### config.mk
export PLATFORM = sky130hd
export DESIGN_NAME = vps_stretch_top
export DESIGN_NICKNAME = d
export VERILOG_FILES = /design/src/rtl/vps_pkg.sv /design/src/rtl/vps_sync.sv /design/src/rtl/vps_rate_en.sv /design/src/rtl/vps_delay_line.sv /design/src/rtl/vps_stretch_top.sv
export SDC_FILE = /design/constraint.sdc
export NUM_CORES = 1
export LEC_CHECK = 0
export ABC_AREA = 1
export BUFFER_PORTS_ARGS = -buffer_cell sky130_fd_sc_hd__buf_4
export CAP_MARGIN = 20
export CORE_AREA = 4 4 41 43
export CTS_BUF_LIST = sky130_fd_sc_hd__clkbuf_4 sky130_fd_sc_hd__clkbuf_8
export DETAILED_ROUTE_END_ITERATION = 10
export DIE_AREA = 0 0 45 47
export HOLD_SLACK_MARGIN = 0.02
export SLEW_MARGIN = 0
export SYNTH_ARGS = -nofsm -noshare
export SYNTH_HDL_FRONTEND = slang
export SYNTH_HIERARCHICAL = 1
export SYNTH_SLANG_ARGS = --single-unit
### constraint.sdc
create_clock -name clk_i -period 1.1 [get_ports clk_i]
set_clock_uncertainty 0.15 [all_clocks]
set_input_delay 0.22 -clock clk_i [delete_from_list [all_inputs] [get_ports clk_i]]
set_output_delay 0.22 -clock clk_i [all_outputs]
set_load 0.02 [all_outputs]
### src/rtl/vps_pkg.sv
package vps_pkg;
  localparam int unsigned STAGES = 8;
  localparam int unsigned TAPS_SHORT = 2;
  localparam int unsigned TAPS_MID = 5;

  typedef enum logic [1:0] {GRP_SHORT, GRP_MID, GRP_FULL} tap_grp_e;

  function automatic tap_grp_e grp_of(input logic [2:0] code);
    if (code <= 3'd1) return GRP_SHORT;
    else if (code <= 3'd4) return GRP_MID;
    else return GRP_FULL;
  endfunction

  function automatic logic [STAGES-1:0] low_mask(input int unsigned n);
    logic [STAGES-1:0] m;
    for (int i = 0; i < STAGES; i++) m[i] = (i < n);
    return m;
  endfunction
endpackage

### src/rtl/vps_sync.sv
module vps_sync #(
  parameter int unsigned DEPTH = 2
) (
  input  logic clk_i,
  input  logic rst_ni,
  input  logic d_i,
  output logic q_o
);
  logic [DEPTH-1:0] ff_q;

  always_ff @(posedge clk_i or negedge rst_ni) begin
    if (!rst_ni) ff_q <= '0;
    else         ff_q <= {ff_q[DEPTH-2:0], d_i};
  end

  assign q_o = ff_q[DEPTH-1];
endmodule

### src/rtl/vps_rate_en.sv
module vps_rate_en #(
  parameter int unsigned DIV = 4
) (
  input  logic clk_i,
  input  logic rst_ni,
  input  logic long_i,
  output logic en_o
);
  localparam int unsigned CW = (DIV > 1) ? $clog2(DIV) : 1;
  localparam logic [CW-1:0] LAST = CW'(DIV - 1);

  logic [CW-1:0] cnt_q;
  logic          long_q;

  always_ff @(posedge clk_i or negedge rst_ni) begin
    if (!rst_ni) begin
      cnt_q  <= '0;
      long_q <= 1'b0;
    end else begin
      long_q <= long_i;
      if (long_i != long_q || cnt_q == LAST) cnt_q <= '0;
      else                                   cnt_q <= cnt_q + 1'b1;
    end
  end

  assign en_o = !long_q || (cnt_q == LAST);

  AST_CNT_RESTART: assert property (@(posedge clk_i) disable iff (!rst_ni)
    (long_i != long_q) |=> (cnt_q == '0));
  AST_LONG_SPACING: assert property (@(posedge clk_i) disable iff (!rst_ni)
    (en_o && long_q && $past(long_q) && long_i) |=> !en_o);
  AST_SHORT_EVERY: assert property (@(posedge clk_i) disable iff (!rst_ni)
    (!long_q) |-> en_o);
endmodule

### src/rtl/vps_delay_line.sv
module vps_delay_line #(
  parameter int unsigned STAGES = 8
) (
  input  logic              clk_i,
  input  logic              rst_ni,
  input  logic              en_i,
  input  logic              d_i,
  output logic [STAGES-1:0] tap_o
);
  logic [STAGES-1:0] sr_q;

  always_ff @(posedge clk_i or negedge rst_ni) begin
    if (!rst_ni)   sr_q <= '0;
    else if (en_i) sr_q <= {sr_q[STAGES-2:0], d_i};
  end

  assign tap_o = sr_q;

  AST_HOLD: assert property (@(posedge clk_i) disable iff (!rst_ni)
    !en_i |=> $stable(sr_q));
  AST_LOAD: assert property (@(posedge clk_i) disable iff (!rst_ni)
    en_i |=> (sr_q[0] == $past(d_i)));
endmodule

### src/rtl/vps_stretch_top.sv
module vps_stretch_top
  import vps_pkg::*;
#(
  parameter int unsigned SYNC_DEPTH = 2,
  parameter int unsigned DIV = 4
) (
  input  logic       clk_i,
  input  logic       rst_ni,
  input  logic       video_i,
  input  logic       long_pulse_i,
  input  logic [2:0] range_i,
  output logic       video_o
);
  logic              vid_s;
  logic              shift_en;
  logic [STAGES-1:0] taps;
  logic [STAGES-1:0] sel_mask;
  logic              out_q;

  vps_sync #(.DEPTH(SYNC_DEPTH)) u_sync (
    .clk_i(clk_i), .rst_ni(rst_ni), .d_i(video_i), .q_o(vid_s)
  );

  vps_rate_en #(.DIV(DIV)) u_rate (
    .clk_i(clk_i), .rst_ni(rst_ni), .long_i(long_pulse_i), .en_o(shift_en)
  );

  vps_delay_line #(.STAGES(STAGES)) u_dl (
    .clk_i(clk_i), .rst_ni(rst_ni), .en_i(shift_en), .d_i(vid_s), .tap_o(taps)
  );

  always_comb begin
    unique case (grp_of(range_i))
      GRP_SHORT: sel_mask = low_mask(TAPS_SHORT);
      GRP_MID:   sel_mask = low_mask(TAPS_MID);
      default:   sel_mask = low_mask(STAGES);
    endcase
  end

  always_ff @(posedge clk_i or negedge rst_ni) begin
    if (!rst_ni) out_q <= 1'b0;
    else         out_q <= vid_s | (|(taps & sel_mask));
  end

  assign video_o = out_q;

  AST_LIVE_PASS: assert property (@(posedge clk_i) disable iff (!rst_ni)
    vid_s |=> video_o);
  AST_IDLE_LOW: assert property (@(posedge clk_i) disable iff (!rst_ni)
    (!vid_s && taps == '0) |=> !video_o);
  AST_Q1_PASS: assert property (@(posedge clk_i) disable iff (!rst_ni)
    taps[0] |=> video_o);
endmodule

==> results of run 1 <==
==> routing by layer <==
| layer | vias up | global-route usage [%] | wire length [um] |
|---|---|---|---|
| li1 | 224 | - | - |
| met1 | 177 | 12.0 | 436 |
| met2 | 16 | 16.4 | 441 |
| met3 | 2 | 3.45 | 70 |
| met4 | 0 | 5.26 | 4 |
| met5 | - | 0 | 0 |
==> power by group through the flow <==
| stage | logic (uW) | clock network, uW | registers, uW |
|---|---|---|---|
| final | 386 | 358 | 745 |
| after global routing | 449 | 398 | 766 |
| after CTS | 335 | 369 | 739 |
| after detailed placement | 312 | 0 | 748 |
| after global placement | 303 | 0 | 750 |
| after floorplan | 227 | 0 | 733 |
==> synthesized netlist by cell type (all sizes together) <==
master / instances
dfrtp: 14
ha: 1
nand3: 2
nor2: 6
or2: 1
inv: 8
nand2: 31
buf: 1
nor3: 1
==> logic make-up after synthesis <==
logic type	after synthesis	synth area share, %
simple gates	41	29.0
flops	14	61.5
buf+inv	9	7.25
fa+ha+maj	1	2.20
==> sequential cells by signal, indices dropped and copies added, names as in the netlist <==
name / flops
u_dl/tap_o: 8
u_rate/long_q: 1
u_sync/ff_q: 2
u_rate/cnt_q: 2
video_o: 1
==> critical path, cell delays in order, from the launching register on <==
cell     delay, ns
dfrtp_1       0.39
ha_2          0.20
inv_4         0.08
nand2_4       0.07
inv_6         0.09
nand2_1       0.05
nand2_1       0.06
==> worst min path at each step <==
stage                     cells after the start        from             to
after global routing                          4  range_i[2]        video_o
after detailed placement                      1      rst_ni  u_dl/tap_o[7]
after CTS                                     4  range_i[2]        video_o
final                                         4  range_i[2]        video_o
after global placement                        1      rst_ni  u_dl/tap_o[7]
after floorplan                               0      rst_ni  u_dl/tap_o[0]
==> repair_timing <==
action / 4_1_cts / 5_1_grt
hold endpoints to repair: 16 / 0
gates cloned: 0 / 1
buffers inserted: 0 / 1
setup endpoints to repair: 10 / 11
hold buffers: 3 / 0
gates resized for setup: 3 / 8
pin swaps: 2 / 4
==> cell type report <==
type                       instances  area (um2)  share of cell area [%]
sequential                        14         350                    46.0
multi-input combinational         43         214                    28.1
inverter                           8        37.5                    4.93
timing repair buffer              12         105                    13.8
tap                               15        18.8                    2.46
clock buffer                       4        36.3                    4.76
==> per-stage QoR <==
| stage | hold WS [ns] | total power, uW | worst slack [ns] | util (%) | area [um2] |
|---|---|---|---|---|---|
| after floorplan | -0.226 | 960 | -0.0209 | - | 577 |
| after global placement | -0.0709 | 1050 | -0.0453 | 49.5 | 644 |
| after detailed placement | -0.0704 | 1060 | -0.0656 | 49.5 | 644 |
| after CTS | 0.128 | 1440 | -0.0605 | 55.6 | 723 |
| after global routing | 0.156 | 1610 | -0.103 | 58.6 | 762 |
| final | 0.128 | 1490 | -0.0579 | 58.6 | 762 |
==> impl_metrics.env, run 1 <==
export IMPL_cp_startpoint="u_rate/cnt_q[0]"
export IMPL_ys_warn_count=6
export IMPL_dieHeight_um=47
export IMPL_status="finished, violations left"
export IMPL_tns_ns=-0.449
export IMPL_wl_per_cell_um=9.92
export IMPL_first_global_vias=362
export IMPL_num_antenna_cells=0
export IMPL_timing_final_hold_violations=0
export IMPL_worst_setup_hold_path_clk_slew_ns=0.08
export IMPL_dp_cells=87
export IMPL_start_kind="flip-flop"
export IMPL_crit_fanout=8
export IMPL_arrival_ns=1.22
export IMPL_max_slew_margin_rel_pct=85.8
export IMPL_yosysSeqAreaShare_pct=61.5
export IMPL_start_util_pct=43.8
export IMPL_slew_violations=0
export IMPL_r2r_start="u_rate/cnt_q[0]"
export IMPL_num_rows=13
export IMPL_r2r_end="u_dl/tap_o[1]"
export IMPL_drc=0
export IMPL_syn_to_final_growth_pct=33.8
export IMPL_gp_congestion=0.668
export IMPL_tightestPinTransition_ns=0.213
export IMPL_p_per_area_nw_per_um2=1950
export IMPL_setup_viol_count_final=11
export IMPL_syn_inst=65
export IMPL_cap_violations=0
export IMPL_ir_drop_uv=1190
export IMPL_n_fill_cell=115
export IMPL_overflow=0
export IMPL_cts_made_buffers=3
export IMPL_period_needed_ns=1.16
export IMPL_io_pins=8
export IMPL_post_drt_via_cell_ratio=4.36
export IMPL_chipWidth_um=45
export IMPL_ys_ff_latch=14
export IMPL_design_core_area_um2=1300
export IMPL_stdcell_count=96
export IMPL_grt_pass1_wl_mm=1.48
export IMPL_wl_um=952
export IMPL_final_common_cell="nand2_1"
export IMPL_post_dp_hpwl_um=633
export IMPL_drive_above_1_share_pct=29.6
export IMPL_p_clk_share_pct=24.1
export IMPL_die_area_um2=2120
export IMPL_syn_nets=73
export IMPL_max_freq_mhz=864
export IMPL_final_nets=90
export IMPL_cts_tree="yes"
export IMPL_endpoint_kind="flip-flop"
export IMPL_yosys_area_top_type="dfrtp_1"
export IMPL_switching_share_pct=30.7
export IMPL_p_leak_uw=0.000407
export IMPL_htree_levels=1
export IMPL_r2r_slack_ns=-0.06
export IMPL_antenna_found_initial=0
export IMPL_drtIter0Drc=8
export IMPL_cts_sinks=14
export IMPL_period_share_pct=105
export IMPL_first_pass_iters=4
export IMPL_synth_area_per_cell_um2=8.76
export IMPL_cts_root_buffer_cell="clkbuf_4"
export IMPL_hp_class="input pin to flip-flop"
export IMPL_synthDistinctLibCells=11
export IMPL_internal_power_uw=1030
export IMPL_ant_nets=0
export IMPL_cp_required_ns=1.16
export IMPL_ys_top_cells_by_area="dfrtp_1 (62%), nand2_1 (20%), inv_1 (4.6%)"
export IMPL_netlist_area_um2=569
export IMPL_p_sw_uw=458
export IMPL_clock_path_buffers=2
export IMPL_clk_latency_ns=0.27
export IMPL_rsz0062_at_grt="true"
export IMPL_power_frac_seq_pct=50.0
export IMPL_combPwrFrac_pct=25.9
export IMPL_violations="negative setup slack"
export IMPL_grt_total_usage_pct=10.1
export IMPL_yosysTopAreaCellShare_pct=61.5
export IMPL_worstRegToRegCells=6
export IMPL_numPortBuffers=7
export IMPL_mostFrequentLayoutCells="nand2_1 (27), dfrtp_1 (14), buf_4 (7)"
export IMPL_fin_ws_ns=-0.0579
export IMPL_crit_path_end="u_dl/tap_o[1]"
export IMPL_path_class="flip-flop to flip-flop"
export IMPL_vias=419
export IMPL_grt_max_degree=15
No activity file was read; power rests on OpenSTA's default activity.
==> run 2, diff against run 1 <==
- GPL_TIMING_DRIVEN: default -> 0
==> impl_metrics.env, run 2 (same netlist as run 1, synthesis figures left out) <==
export IMPL_worstRegToRegCells=6
export IMPL_final_nets=89
export IMPL_crit_fanout=1
export IMPL_htree_levels=1
export IMPL_num_antenna_cells=0
export IMPL_path_class="flip-flop to primary output"
export IMPL_n_fill_cell=114
export IMPL_antenna_found_initial=0
export IMPL_rsz0062_at_grt="true"
export IMPL_ant_nets=0
export IMPL_r2r_slack_ns=-0.04
export IMPL_vias=434
export IMPL_r2r_end="u_dl/tap_o[7]"
export IMPL_grt_total_usage_pct=11.3
export IMPL_path_cells="buf_6"
export IMPL_p_per_area_nw_per_um2=1880
export IMPL_chipWidth_um=45
export IMPL_switching_share_pct=33.7
export IMPL_fin_ws_ns=-0.0545
export IMPL_hp_class="input pin to flip-flop"
export IMPL_arrival_ns=0.78
export IMPL_power_frac_seq_pct=52.9
export IMPL_route_met3_wl_um=55
export IMPL_critPathTopFamily="flip-flops"
export IMPL_clock_path_buffers=2
export IMPL_die_area_um2=2120
export IMPL_syn_to_final_growth_pct=34.9
export IMPL_grt_max_degree=15
export IMPL_overflow=0
export IMPL_largest_register_ffs=8
export IMPL_p_clk_share_pct=19.6
export IMPL_ir_drop_uv=1020
export IMPL_top_layer="met4"
export IMPL_stdcell_count=94
export IMPL_post_dp_hpwl_um=637
export IMPL_p_sw_uw=487
export IMPL_period_needed_ns=1.15
export IMPL_cap_violations=0
export IMPL_placed_cell_area_um2=648
export IMPL_drive_above_1_share_pct=36.7
export IMPL_tightestPinTransition_ns=0.288
export IMPL_mostFrequentLayoutCells="nand2_1 (19), dfrtp_1 (14), nand2_2 (11)"
export IMPL_crit_slowest_cell="dfrtp_1"
export IMPL_num_rows=13
export IMPL_cts_sinks=14
export IMPL_drtIter0Drc=4
export IMPL_setup_viol_count_final=9
export IMPL_tns_ns=-0.330
export IMPL_io_pins=8
export IMPL_clk_latency_ns=0.28
export IMPL_post_drt_via_cell_ratio=4.62
export IMPL_numPortBuffers=7
export IMPL_cp_startpoint="video_o"
export IMPL_final_common_cell="nand2_1"
export IMPL_dieHeight_um=47
export IMPL_cts_root_buffer_cell="clkbuf_4"
export IMPL_status="finished, violations left"
export IMPL_internal_power_uw=959
export IMPL_max_slew_margin_rel_pct=80.8
export IMPL_dp_cells=87
export IMPL_hold_slack_ns=0.122
export IMPL_wl_um=992
export IMPL_timing_final_hold_violations=0
export IMPL_cp_required_ns=0.73
export IMPL_start_kind="flip-flop"
export IMPL_endpoint_kind="primary output"
export IMPL_dp_slack_ns=-0.0920
export IMPL_period_share_pct=105
export IMPL_worst_setup_hold_path_clk_slew_ns=0.08
export IMPL_wl_per_cell_um=10.6
export IMPL_p_leak_uw=0.000408
export IMPL_violations="negative setup slack"
export IMPL_max_freq_mhz=866
export IMPL_cp_num_cells=1
export IMPL_crit_path_end="video_o"
export IMPL_grt_pass1_wl_mm=1.62
export IMPL_gp_congestion=0.733
export IMPL_cp_num_buf_inv=1
export IMPL_slew_violations=0
export IMPL_drc=0
export IMPL_cpPeakStageDelay_ns=0.38
export IMPL_r2r_start="u_rate/cnt_q[0]"
export IMPL_met2_length_um=475
export IMPL_cts_tree="yes"
export IMPL_first_pass_iters=4
export IMPL_combPwrFrac_pct=27.5
export IMPL_fin_area_um2=768
export IMPL_wl_met1_um=448
export IMPL_cts_made_buffers=3
export IMPL_design_core_area_um2=1300
export IMPL_start_util_pct=43.8
export IMPL_first_global_vias=399
==> run 2: cell type report <==
cell class | instances | area [um2] | area share, %
Sequential cell | 14 | 350 | 45.6
Tap cell | 15 | 18.8 | 2.44
Inverter | 8 | 45.0 | 5.86
Timing Repair Buffer | 11 | 93.8 | 12.2
Clock buffer | 3 | 22.5 | 2.93
Multi-Input combinational cell | 43 | 238 | 30.9
==> run 2: worst min-delay path by stage <==
stage,startpoint,endpoint,depth (start not counted)
floorplan,rst_ni,u_dl/tap_o[0],0
global placement,rst_ni,u_dl/tap_o[7],1
detailed placement,rst_ni,u_dl/tap_o[5],1
CTS,range_i[0],video_o,5
global route,range_i[2],video_o,5
finish,range_i[0],video_o,5
==> run 2: per-stage QoR <==
stage                     total power [uW]  utilization [%]
after floorplan                        960                -
final                                 1450             59.0
after detailed placement              1060             49.8
after global routing                  1560             59.0
after CTS                             1400             55.9
after global placement                1040             49.8
==> run 2: per-layer routing <==
layer,vias to the layer above,track usage (%)
li1,222,-
met1,200,13.5
met2,10,16.9
met3,2,3.45
met4,0,8.77
met5,-,0
==> run 2: timing repair <==
action | CTS | global route
gates cloned | 1 | 0
resized for setup | 8 | 12
endpoints found under the hold margin | 16 | 0
buffers inserted | 1 | 0
setup endpoints to repair | 9 | 11
hold buffers | 3 | 0
pin swaps | 1 | 5
==> run 2: power by group through the flow <==
stage / Combinational (uW) / Sequential [uW] / Clock, uW
after detailed placement: 317 / 744 / 0
after global routing: 463 / 783 / 315
after floorplan: 227 / 733 / 0
after global placement: 301 / 743 / 0
final: 398 / 764 / 284
after CTS: 360 / 745 / 295
